$ cat config.mk
export PLATFORM = sky130hd
export DESIGN_NAME = instr_prefetch_buf
export DESIGN_NICKNAME = d
export VERILOG_FILES = /design/src/rtl/ipb_pkg.sv /design/src/rtl/ipb_ctrl.sv /design/src/rtl/ipb_datapath.sv /design/src/rtl/instr_prefetch_buf.sv
export SDC_FILE = /design/constraint.sdc
export NUM_CORES = 1
export LEC_CHECK = 0
export BUFFER_PORTS_ARGS = -buffer_cell sky130_fd_sc_hd__buf_2
export CAP_MARGIN = 5
export CELL_PAD_IN_SITES_DETAIL_PLACEMENT = 1
export CELL_PAD_IN_SITES_GLOBAL_PLACEMENT = 2
export CORE_ASPECT_RATIO = 0.5
export CORE_MARGIN = 8
export CORE_UTILIZATION = 33
export CTS_CLUSTER_SIZE = 40
export DETAILED_ROUTE_END_ITERATION = 8
export PLACE_DENSITY = 0.81
export SYNTH_ARGS = -nofsm -noshare
export SYNTH_HDL_FRONTEND = slang
export SYNTH_SLANG_ARGS = --single-unit
$ cat constraint.sdc
create_clock -name clk -period 10.3 [get_ports clk]
set_clock_uncertainty 0.2 [all_clocks]
set_input_delay 2.06 -clock clk [delete_from_list [all_inputs] [get_ports clk]]
set_output_delay 2.06 -clock clk [all_outputs]
set_load 0.1 [all_outputs]
$ cat src/rtl/ipb_pkg.sv
package ipb_pkg;

  localparam int HALF_W = 16;

  typedef logic [HALF_W-1:0] half_t;

  // strobes from control to datapath
  typedef struct packed {
    logic flush;    // redirect this cycle
    logic takeRsp;  // returning word is live and enters the view
    logic dropLow;  // discard lower halfword of the returning word
  } strobe_t;

  // prefixes 11101, 11110, 11111 mark a long instruction
  function automatic logic isLongHead(half_t h);
    return (h[15:13] == 3'b111) && (h[12:11] != 2'b00);
  endfunction

endpackage

$ cat src/rtl/ipb_ctrl.sv
module ipb_ctrl
  import ipb_pkg::*;
#(
  parameter int DEPTH = 3,
  localparam int CNT_W = $clog2(DEPTH + 3)
) (
  input  logic             clk,
  input  logic             rstN,
  input  logic             redirValid,
  input  logic             redirOddHalf,
  input  logic             rspValid,
  input  logic             fetchGnt,
  input  logic [CNT_W-1:0] nextCount,
  output strobe_t          strb,
  output logic             fetchReq,
  output logic             fetchFire
);

  logic inFlight;
  logic dropNext;
  logic skipLow;

  // a fresh word fits only if two slots are free after this cycle
  localparam logic [CNT_W-1:0] REQ_LIMIT = CNT_W'(DEPTH - 2);

  always_comb begin
    strb.flush   = redirValid;
    strb.takeRsp = rspValid && inFlight && !dropNext && !redirValid;
    strb.dropLow = skipLow;
    fetchReq     = (!inFlight || rspValid) && (nextCount <= REQ_LIMIT);
    fetchFire    = fetchReq && fetchGnt;
  end

  always_ff @(posedge clk or negedge rstN) begin
    if (!rstN) begin
      inFlight <= 1'b0;
      dropNext <= 1'b0;
      skipLow  <= 1'b0;
    end else begin
      if (fetchFire)     inFlight <= 1'b1;
      else if (rspValid) inFlight <= 1'b0;

      if (fetchFire || rspValid)      dropNext <= 1'b0;
      else if (redirValid && inFlight) dropNext <= 1'b1;

      if (redirValid)        skipLow <= redirOddHalf;
      else if (strb.takeRsp) skipLow <= 1'b0;
    end
  end

  // a word taken into the view always belongs to a live request
  assert_live_word_R10: assert property (@(posedge clk) disable iff (!rstN)
    (redirValid && inFlight && !rspValid) |=> (!strb.takeRsp));

endmodule

$ cat src/rtl/ipb_datapath.sv
module ipb_datapath
  import ipb_pkg::*;
#(
  parameter int             ADDR_W     = 32,
  parameter int             DEPTH      = 3,
  parameter logic [31:0]    RESET_ADDR = 32'h0,
  localparam int            CNT_W      = $clog2(DEPTH + 3)
) (
  input  logic              clk,
  input  logic              rstN,
  input  strobe_t           strb,
  input  logic              fetchFire,
  input  logic [ADDR_W-1:0] redirAddr,
  input  logic [31:0]       rspData,
  input  logic              decReady,
  output logic              decValid,
  output logic [31:0]       decInstr,
  output logic              decIs32,
  output logic [ADDR_W-1:0] decPc,
  output logic [ADDR_W-1:0] fetchAddr,
  output logic [CNT_W-1:0]  nextCount
);

  localparam int VIEW_N = DEPTH + 2;

  half_t             q     [DEPTH];
  half_t             qNext [DEPTH];
  half_t             view  [VIEW_N];
  half_t             inHw  [2];
  logic [CNT_W-1:0]  cnt;
  logic [1:0]        inNum;
  logic [CNT_W-1:0]  avail;
  logic [1:0]        need;
  logic [1:0]        used;
  logic              decFire;
  logic [ADDR_W-1:0] pcQ;
  logic [ADDR_W-1:0] fetchPtr;
  logic [ADDR_W-1:0] redirWord;

  assign redirWord = {redirAddr[ADDR_W-1:2], 2'b00};

  // incoming halfwords of this cycle
  always_comb begin
    inNum   = strb.takeRsp ? (strb.dropLow ? 2'd1 : 2'd2) : 2'd0;
    inHw[0] = strb.dropLow ? rspData[31:16] : rspData[15:0];
    inHw[1] = rspData[31:16];
  end

  // queued halfwords followed by the incoming ones
  always_comb begin
    for (int i = 0; i < VIEW_N; i++) begin
      view[i] = '0;
      if (i < int'(cnt)) begin
        view[i] = q[i % DEPTH];
      end else if (i - int'(cnt) == 0 && inNum != 2'd0) begin
        view[i] = inHw[0];
      end else if (i - int'(cnt) == 1 && inNum == 2'd2) begin
        view[i] = inHw[1];
      end
    end
  end

  always_comb begin
    avail     = cnt + CNT_W'(inNum);
    decIs32   = isLongHead(view[0]);
    need      = decIs32 ? 2'd2 : 2'd1;
    decValid  = !strb.flush && (avail >= CNT_W'(need));
    decFire   = decValid && decReady;
    used      = decFire ? need : 2'd0;
    nextCount = strb.flush ? '0 : (avail - CNT_W'(used));
    decInstr  = decIs32 ? {view[0], view[1]} : {16'h0000, view[0]};
    decPc     = pcQ;
    fetchAddr = strb.flush ? redirWord : fetchPtr;
  end

  // shift out consumed halfwords
  always_comb begin
    for (int i = 0; i < DEPTH; i++) begin
      case (used)
        2'd1:    qNext[i] = view[i + 1];
        2'd2:    qNext[i] = view[i + 2];
        default: qNext[i] = view[i];
      endcase
    end
  end

  always_ff @(posedge clk or negedge rstN) begin
    if (!rstN) begin
      cnt <= '0;
      for (int i = 0; i < DEPTH; i++) q[i] <= '0;
    end else begin
      cnt <= nextCount;
      for (int i = 0; i < DEPTH; i++) q[i] <= qNext[i];
    end
  end

  always_ff @(posedge clk or negedge rstN) begin
    if (!rstN) begin
      pcQ      <= {RESET_ADDR[ADDR_W-1:1], 1'b0};
      fetchPtr <= {RESET_ADDR[ADDR_W-1:2], 2'b00};
    end else begin
      if (strb.flush)   pcQ <= {redirAddr[ADDR_W-1:1], 1'b0};
      else if (decFire) pcQ <= pcQ + (decIs32 ? ADDR_W'(4) : ADDR_W'(2));

      if (strb.flush)     fetchPtr <= redirWord + (fetchFire ? ADDR_W'(4) : ADDR_W'(0));
      else if (fetchFire) fetchPtr <= fetchPtr + ADDR_W'(4);
    end
  end

  assert_occ_bound_R6: assert property (@(posedge clk) disable iff (!rstN)
    cnt <= CNT_W'(DEPTH));

  assert_pc_step_R7: assert property (@(posedge clk) disable iff (!rstN)
    (decFire && !strb.flush) |=>
      (pcQ == $past(pcQ) + ($past(decIs32) ? ADDR_W'(4) : ADDR_W'(2))));

  assert_flush_target_R8: assert property (@(posedge clk) disable iff (!rstN)
    strb.flush |=> (pcQ == $past({redirAddr[ADDR_W-1:1], 1'b0})));

  assert_skip_align_R9: assert property (@(posedge clk) disable iff (!rstN)
    (strb.takeRsp && strb.dropLow && cnt == '0) |-> pcQ[1]);

endmodule

$ cat src/rtl/instr_prefetch_buf.sv
module instr_prefetch_buf
  import ipb_pkg::*;
#(
  parameter int          ADDR_W     = 32,
  parameter int          DEPTH      = 3,
  parameter logic [31:0] RESET_ADDR = 32'h0
) (
  input  logic              clk,
  input  logic              rstN,
  input  logic              redirValid,
  input  logic [ADDR_W-1:0] redirAddr,
  output logic              fetchReq,
  output logic [ADDR_W-1:0] fetchAddr,
  input  logic              fetchGnt,
  input  logic              rspValid,
  input  logic [31:0]       rspData,
  output logic              decValid,
  input  logic              decReady,
  output logic [31:0]       decInstr,
  output logic              decIs32,
  output logic [ADDR_W-1:0] decPc
);

  localparam int CNT_W = $clog2(DEPTH + 3);

  strobe_t          strb;
  logic             fetchFire;
  logic [CNT_W-1:0] nextCount;

  ipb_ctrl #(.DEPTH(DEPTH)) uCtrl (
    .clk          (clk),
    .rstN         (rstN),
    .redirValid   (redirValid),
    .redirOddHalf (redirAddr[1]),
    .rspValid     (rspValid),
    .fetchGnt     (fetchGnt),
    .nextCount    (nextCount),
    .strb         (strb),
    .fetchReq     (fetchReq),
    .fetchFire    (fetchFire)
  );

  ipb_datapath #(.ADDR_W(ADDR_W), .DEPTH(DEPTH), .RESET_ADDR(RESET_ADDR)) uData (
    .clk       (clk),
    .rstN      (rstN),
    .strb      (strb),
    .fetchFire (fetchFire),
    .redirAddr (redirAddr),
    .rspData   (rspData),
    .decReady  (decReady),
    .decValid  (decValid),
    .decInstr  (decInstr),
    .decIs32   (decIs32),
    .decPc     (decPc),
    .fetchAddr (fetchAddr),
    .nextCount (nextCount)
  );

  assert_req_hold_R5: assert property (@(posedge clk) disable iff (!rstN)
    (fetchReq && !fetchGnt && !redirValid) |=>
      (redirValid || (fetchReq && $stable(fetchAddr))));

  assert_word_aligned_R2: assert property (@(posedge clk) disable iff (!rstN)
    fetchReq |-> (fetchAddr[1:0] == 2'b00));

endmodule

Word-level counts from Yosys, hierarchy flattened
Cells that the tools add are included.
Storage, ports and cells
  register bits after elaboration: 118
  bits in latches: 0
  bits in writable memories: 0
  memory bits (read-only): 0
  bits of input ports: 70
  output and inout bits: 99
  word-level logic and storage cells: 109
  memories: 0
Cells by class
  add/subtract/negate cells: 10
  multiply operators: 0
  divide/modulo/power cells: 0
  $lt $le $gt $ge: 7
  eq/ne operators: 9
  shifts and indexed selects: 0
  mux-type cells: 38
  bitwise gates (word level): 0
  reductions and logical operators: 36
Operator list (number)
  $mux W16: 16
  $mux W32: 6
  $eq A32 B2 Y1 const B: 5
  $logic_not A32 Y1: 5
  $pmux W16 S2: 3
  $add A32 B32 Y32: 2
  $add A32 B3 Y32 const B: 1
  $logic_and A1 B1 Y1: 19
  $reduce_bool A2 Y1: 7
  $mux W3: 3
  $mux W2: 4
  $sub A1 B3 Y4 const A: 2
  $sub A2 B3 Y4 const A: 2
  $lt A1 B3 Y1 const A: 2
  $lt A2 B3 Y1 const A: 2
  $mux W1: 6
  $eq A2 B2 Y1 const B: 2
  $sub A3 B3 Y4 const A: 1
  $add A3 B2 Y3: 1
  $eq A3 B3 Y1 const B: 1
  $ge A3 B2 Y1: 1
  $le A3 B1 Y1 const B: 1
  $logic_not A1 Y1: 3
  $lt A3 B3 Y1 const A: 1
  3 further kinds: 4

Logic depth before layout (Yosys ltp)
  depth in word-level cells: 24
  mapped depth: 30
  depth with buffers taken out: 24

Hierarchy
From an unflattened synthesis, not the netlist that was laid out.
Unflattened totals
  cell total of the unflattened synthesis: 1092
  area total of the unflattened synthesis: 8822.2 um2
Modules (own cells, without submodules)
  ipb_datapath: times used 1, cells an instance 1075, area each 8643.3 um2, seq. area each 2802.7 um2
  ipb_ctrl: times used 1, cells an instance 17, area each 178.9 um2, seq. area each 75.1 um2

Worst setup path before layout
No wires, ideal clock.
  path type: in2out
  start point: input port redirValid
  end point: output port fetchReq
  arrival time: 9.184 ns
  data required time: 8.040 ns
  slack: -1.144 ns
  cell stages on the path: 21
  buffers on the path: 7
  cells stage by stage: buf_2 > nor4bb_1 > clkbuf_1 > a41oi_1 > a2111o_1 > buf_6 > clkbuf_1 > clkbuf_1 > ha_1 > a211o_1 > and2_1 > nand2_1 > clkbuf_1 > nor2_1 > ha_1 > fa_1 > xnor3_1 > or2_2 > clkbuf_1 > inv_1 > nor3_1
Between the ends
  longest elaborated chain between the ends: 19
  elaborated cells on any way between the ends: 23
  classes of those cells: add/sub (2); order compare (2); eq/ne (2); mux (7); reduce/logical (10)
RTL lines
  start: declaration: RTL line instr_prefetch_buf.sv:10  | input logic redirValid,
  $logic_not A1 Y1 *: RTL line ipb_ctrl.sv:28, ipb_datapath.sv:67
  $logic_and A1 B1 Y1: RTL line ipb_ctrl.sv:28  | strb.takeRsp = rspValid && inFlight && !dropNext && !redirValid;
  $mux W2: RTL line ipb_datapath.sv:44  | inNum = strb.takeRsp ? (strb.dropLow ? 2'd1 : 2'd2) : 2'd0;
  $eq A2 B2 Y1: RTL line ipb_datapath.sv:57  | end else if (i - int'(cnt) == 1 && inNum == 2'd2) begin
  $logic_and A1 B1 Y1: RTL line ipb_datapath.sv:57
  $mux W16: RTL line ipb_datapath.sv:57
  $mux W16: RTL line ipb_datapath.sv:55  | end else if (i - int'(cnt) == 0 && inNum != 2'd0) begin
  $mux W16: RTL line ipb_datapath.sv:53  | if (i < int'(cnt)) begin
  (+5 left out)
  net decValid: RTL line instr_prefetch_buf.sv:17  | output logic decValid,
  $logic_and A1 B1 Y1 *: RTL line ipb_datapath.sv:68  | decFire = decValid && decReady;
  $mux W2 *: RTL line ipb_datapath.sv:69  | used = decFire ? need : 2'd0;
  $sub A3 B2 Y3 *: RTL line ipb_datapath.sv:70  | nextCount = strb.flush ? '0 : (avail - CNT_W'(used));
  $mux W3 *: RTL line ipb_datapath.sv:70
  net nextCount[2]: RTL line instr_prefetch_buf.sv:28  | logic [CNT_W-1:0] nextCount;
  $le A3 B1 Y1 *: RTL line ipb_ctrl.sv:30  | fetchReq = (!inFlight || rspValid) && (nextCount <= REQ_LIMIT);
  $logic_and A1 B1 Y1 *: RTL line ipb_ctrl.sv:30
  end: declaration: RTL line instr_prefetch_buf.sv:12  | output logic fetchReq,
The timed path passes the listed nets; every way through them passes the cells marked *.

Worst setup path after layout
  start point: input port rspValid
  end point: output port fetchReq
Between the ends
  longest elaborated chain between the ends: 20
  elaborated cells on any way between the ends: 25
  classes of those cells: add/sub (2); order compare (2); eq/ne (2); mux (7); reduce/logical (12)
RTL lines
  start: declaration: RTL line instr_prefetch_buf.sv:15  | input logic rspValid,
  $logic_and A1 B1 Y1 * (3 in a row): RTL line ipb_ctrl.sv:28
  $mux W2 *: RTL line ipb_datapath.sv:44
  $eq A2 B2 Y1: RTL line ipb_datapath.sv:57
  $logic_and A1 B1 Y1: RTL line ipb_datapath.sv:57
  $mux W16: RTL line ipb_datapath.sv:57
  $mux W16: RTL line ipb_datapath.sv:55
  $mux W16: RTL line ipb_datapath.sv:53
  $eq A3 B3 Y1 or $reduce_bool A2 Y1 (tied branches): RTL line ipb_pkg.sv:16  | return (h[15:13] == 3'b111) && (h[12:11] != 2'b00);
  (+3 left out)
  $logic_and A1 B1 Y1: RTL line ipb_datapath.sv:67  | decValid = !strb.flush && (avail >= CNT_W'(need));
  $logic_and A1 B1 Y1: RTL line ipb_datapath.sv:68
  $mux W2: RTL line ipb_datapath.sv:69
  $sub A3 B2 Y3 *: RTL line ipb_datapath.sv:70
  $mux W3 *: RTL line ipb_datapath.sv:70
  net nextCount[2]: RTL line instr_prefetch_buf.sv:28
  $le A3 B1 Y1 *: RTL line ipb_ctrl.sv:30
  $logic_and A1 B1 Y1 *: RTL line ipb_ctrl.sv:30
Marked as above.

==> impl_metrics.csv <==
group,metric,value,unit
synthesis,synth_async_sr_flop_share,100,%
setup_path,critical_path.most_common_cell,"sky130_fd_sc_hd__ha_1",
power_and_ir_drop,p_sw_share,50.5,%
clock_tree,h-tree-depth,4,
synthesis,synth_enable_flop_cells,0,
setup_path,crit_path_end_kind,"output pin",
clock_tree,clock_root_cell,"sky130_fd_sc_hd__clkbuf_16",
min_path,hold_class,"reg -> reg",
sta,setup_total_negative_slack,0,ns
power_and_ir_drop,intPower,0.00126,W
detailed_routing,final_antenna_net_count,0,
sta,timing.fmax,0.108,GHz
sta,slew_margin_rel,25.6,%
floorplan,initial_utilization,33.7,%
detailed_routing,drt_first_iter_violations,744,
setup_path,reg2reg_setup_slack,2.01,ns
status,outcome,"complete, no violations",
sta,hold_violations,0,
floorplan,design.die.area,33000,um^2
run,max-cap-violations,0,
power_and_ir_drop,peak_supply_drop,0.148,mV
synthesis,fraction_of_synthesized_cell_area_taken_by_the_top_area_cell_type,32.1,%
power_and_ir_drop,combinational_share_of_power,51.6,%
sta,min_period,9.28,ns
layout,layout.nets,1332,
power_and_ir_drop,pwrdens,239,nW/um^2
synthesis,synth_area,8970,um^2
floorplan,num_io_pins,169,
detailed_routing,drt_drc_violations_left,0,
floorplan,placeableCoreArea,26600,um^2
setup_path,worst-r2r-cell-count,24,
min_path,endpoint_of_the_worst_hold_timing_path,"uData.fetchPtr[24]$_DFFE_PN0N_",
setup_path,critPathRequiredTime,8.04,ns
global_route,globalRouteTotalUtil,20.6,%
place,gp_congestion,0.813,
setup_path,worst-endpoint-arrival,7.02,ns
detailed_routing,vias_per_cell,5.71,
sta,setup_viol,0,
clock_tree,cts.clk_slew.worst_paths,0.05,ns
detailed_routing,routed_wl,34.9,mm
floorplan,std_cell_rows,42,
global_route,grt_pass1_wl,55.2,mm
power_and_ir_drop,power.sequential.fraction,26.0,%
detailed_routing,drt_pass1_iterations,7,
setup_path,critical_path.cell_chain,"buf_2 -> nor4bb_1 -> buf_4 -> a41oi_1 -> a2111o_1 -> ha_1 -> nand2b_1 -> a211o_1 -> and2_1 -> nand2_1 -> nor2_1 -> ha_1 -> fa_1 -> xnor3_1 -> or2_2 -> inv_1 -> nor3_4 -> buf_12",
setup_path,worst-setup-path-type,"in -> out",
synthesis,syn-instance-count,1125,
global_route,grt_max_degree,85,
detailed_routing,detail_route.wl_per_cell,21.6,um
clock_tree,number_of_buffers_inserted_by_post_cts_setup_repair,0,
synthesis,synth_area_per_cell,7.97,um^2
sta,measured_slew_at_the_worst_slew_check_pin,1.12,ns
setup_path,timing.critical_path.slowest_stage_cell,"sky130_fd_sc_hd__nand2_1",
synthesis,post_synth_num_cell_types,68,
sta,period_share,90.1,%
detailed_routing,dr_total_vias,9192,
power_and_ir_drop,netSwitchingPower,0.00129,W
sta,rsz0062_at_grt,"false",
setup_path,rr_endpoint,"uData.fetchPtr[26]$_DFFE_PN0N_",
global_route,globalRouteOverflowTotal,0,
clock_tree,clock_insertion_delay_worst_skew,0.43,ns
synthesis,number_of_flip_flops_and_latches_in_the_synthesized_netlist,115,
setup_path,cp-startpoint,"rspValid",
synthesis,area_leader_netlist,"sky130_fd_sc_hd__dfrtp_1",
min_path,hold_path_depth,2,
clock_tree,cts_sinks,115,
place,placed_wire_length_estimate,24.2,mm
sta,slew_viol_final,0,
setup_path,r2r_start,"uData.cnt[1]$_DFF_PN0_",
layout,layout-area-overhead-vs-synth,18.6,%
clock_tree,cts_hold_repair.buffers,0,
clock_tree,cts_tree,"done",
setup_path,max_stage_delay,0.54,ns
synthesis,yosysSeqAreaShare,32.1,%
global_route,antenna_found_initial,0,
synthesis,dominantRegCellSynth,"sky130_fd_sc_hd__dfrtp_1",
floorplan,fp.dieW,249,um
synthesis,synthesis.yosys.warnings,0,
power_and_ir_drop,total_leakage_power,4.55,nW
synthesis,synth.top_cells.by_area,"sky130_fd_sc_hd__dfrtp_1 32%, sky130_fd_sc_hd__nand2_1 5.9%, sky130_fd_sc_hd__nor2_1 5.6%",
floorplan,chipHeight,133,um
place,place.port_buffers,164,
setup_path,path_max_fanout,20,
clock_tree,cts-buffers-inserted,17,
global_route,grt_pass1_vias,9695,
power_and_ir_drop,p_clk_share,22.4,%
clock_tree,post_cts_resize_count,0,
layout,finalCoreUtilization,40.0,%
clock_tree,max-clock-path-buffers,2,
layout,antenna-diode-count,0,
setup_path,crit_path_start_kind,"input pin",
min_path,min-delay-start,"uData.fetchPtr[24]$_DFFE_PN0N_",
layout,drive_gt1_share,21.0,%
worst max-delay path by stage:
stage	end	slack [ns]	cells past startpoint
2_1_floorplan	fetchReq	0.1	21
3_3_place_gp	fetchReq	1.09	18
3_5_place_dp	fetchReq	1.01	18
4_1_cts	fetchReq	1.00	18
5_1_grt	fetchReq	0.67	18
6_report	fetchReq	1.02	18
sequential cells by signal, indices dropped and copies added (netlist names):
register,count
uCtrl.dropNext,1
uCtrl.inFlight,1
uCtrl.skipLow,1
uData.cnt,3
uData.decPc,31
uData.fetchPtr,30
uData.q,48
cell usage after synthesis, drive strengths merged, types with 3 or more instances:
cell     count
a2111o       4
a2111oi      7
a21oi       61
a221o        9
a221oi       7
a222oi      14
a22oi       46
a311o        3
a31oi        9
a41oi        4
and2         6
and3        23
and4         9
buf         21
clkbuf      64
dfrtp      115
ha          13
inv         37
mux2        30
mux2i       41
nand2      142
nand2b       3
nand3       27
nand4       22
nor2       135
nor2b        8
nor3        19
nor4         8
nor4b        3
o2111ai      3
o211ai       8
o21ai      108
or2          6
or3          8
or4          4
xnor2       52
xor2        19
power groups by stage:
stage / clock, W / sequential, W / combinational, W
after floorplan: 0 / 0.000746 / 0.000876
after global placement: 0 / 0.000661 / 0.00127
after detailed placement: 0 / 0.000666 / 0.00131
after CTS: 0.000586 / 0.000660 / 0.00131
after global routing: 0.000598 / 0.000677 / 0.00141
final: 0.000570 / 0.000662 / 0.00131
logic make-up after synthesis:
| family | synth area share (%) |
|---|---|
| buffers and inverters | 5.55 |
| and+or+nand+nor | 22.4 |
| muxes | 8.34 |
| other | 0.0418 |
| AOI/OAI and AO/OA | 22.1 |
| DFF | 32.1 |
| xor gates and xnor gates | 7.18 |
| adders and majority gates | 2.26 |
worst max-delay path: cells and delay by family:
family	cells	cell delay [ns]
buffers and inverters	4	0.69
XOR/XNOR	1	0.35
AO/OA/AOI/OAI	3	1.26
AND/OR/NAND/NOR	7	1.75
adder cells (fa/ha/maj)	3	0.89
per-layer routing:
| metal | wire length (um) | GRT usage, % | up-vias |
|---|---|---|---|
| met4 | 727 | 6.57 | 0 |
| met2 | 17500 | 36.4 | 182 |
| li1 | - | - | 4307 |
| met5 | 0 | 0 | - |
| met3 | 1170 | 3.32 | 45 |
| met1 | 15400 | 25.5 | 4658 |
layout by cell type, fill, tap and decap left out, types with 35 or more instances in the layout:
cell	instances
sky130_fd_sc_hd__xnor2_1	52
sky130_fd_sc_hd__nand2_1	142
sky130_fd_sc_hd__a22oi_1	46
sky130_fd_sc_hd__o21ai_0	101
sky130_fd_sc_hd__dfrtp_1	115
sky130_fd_sc_hd__nor2_1	135
sky130_fd_sc_hd__buf_2	161
sky130_fd_sc_hd__mux2i_1	41
sky130_fd_sc_hd__inv_1	35
sky130_fd_sc_hd__a21oi_1	60
metrics by stage:
| step | std cells | hold slack (ns) | power (W) | setup WS, ns | cell area [um^2] |
|---|---|---|---|---|---|
| finish | 1611 | 0.393 | 0.00255 | 1.02 | 10600 |
| global route | 1611 | 0.408 | 0.00268 | 0.668 | 10600 |
| detailed placement | 1580 | 0.383 | 0.00197 | 1.01 | 10100 |
| global placement | 1580 | 0.369 | 0.00193 | 1.09 | 10100 |
| CTS | 1611 | 0.390 | 0.00256 | 1.00 | 10600 |
| floorplan | 1127 | 0.345 | 0.00162 | 0.0996 | 8990 |
cell type report:
type | count | area (um^2)
fillers | 3218 | 15900
multi-input cells | 889 | 5630
flip-flops and latches | 115 | 2880
repair buffers | 186 | 1010
clock buffers | 26 | 499
well taps | 352 | 440
inverters | 38 | 143
clock inverters | 5 | 50.0
Note: power is estimated with default switching activity, not from simulation.
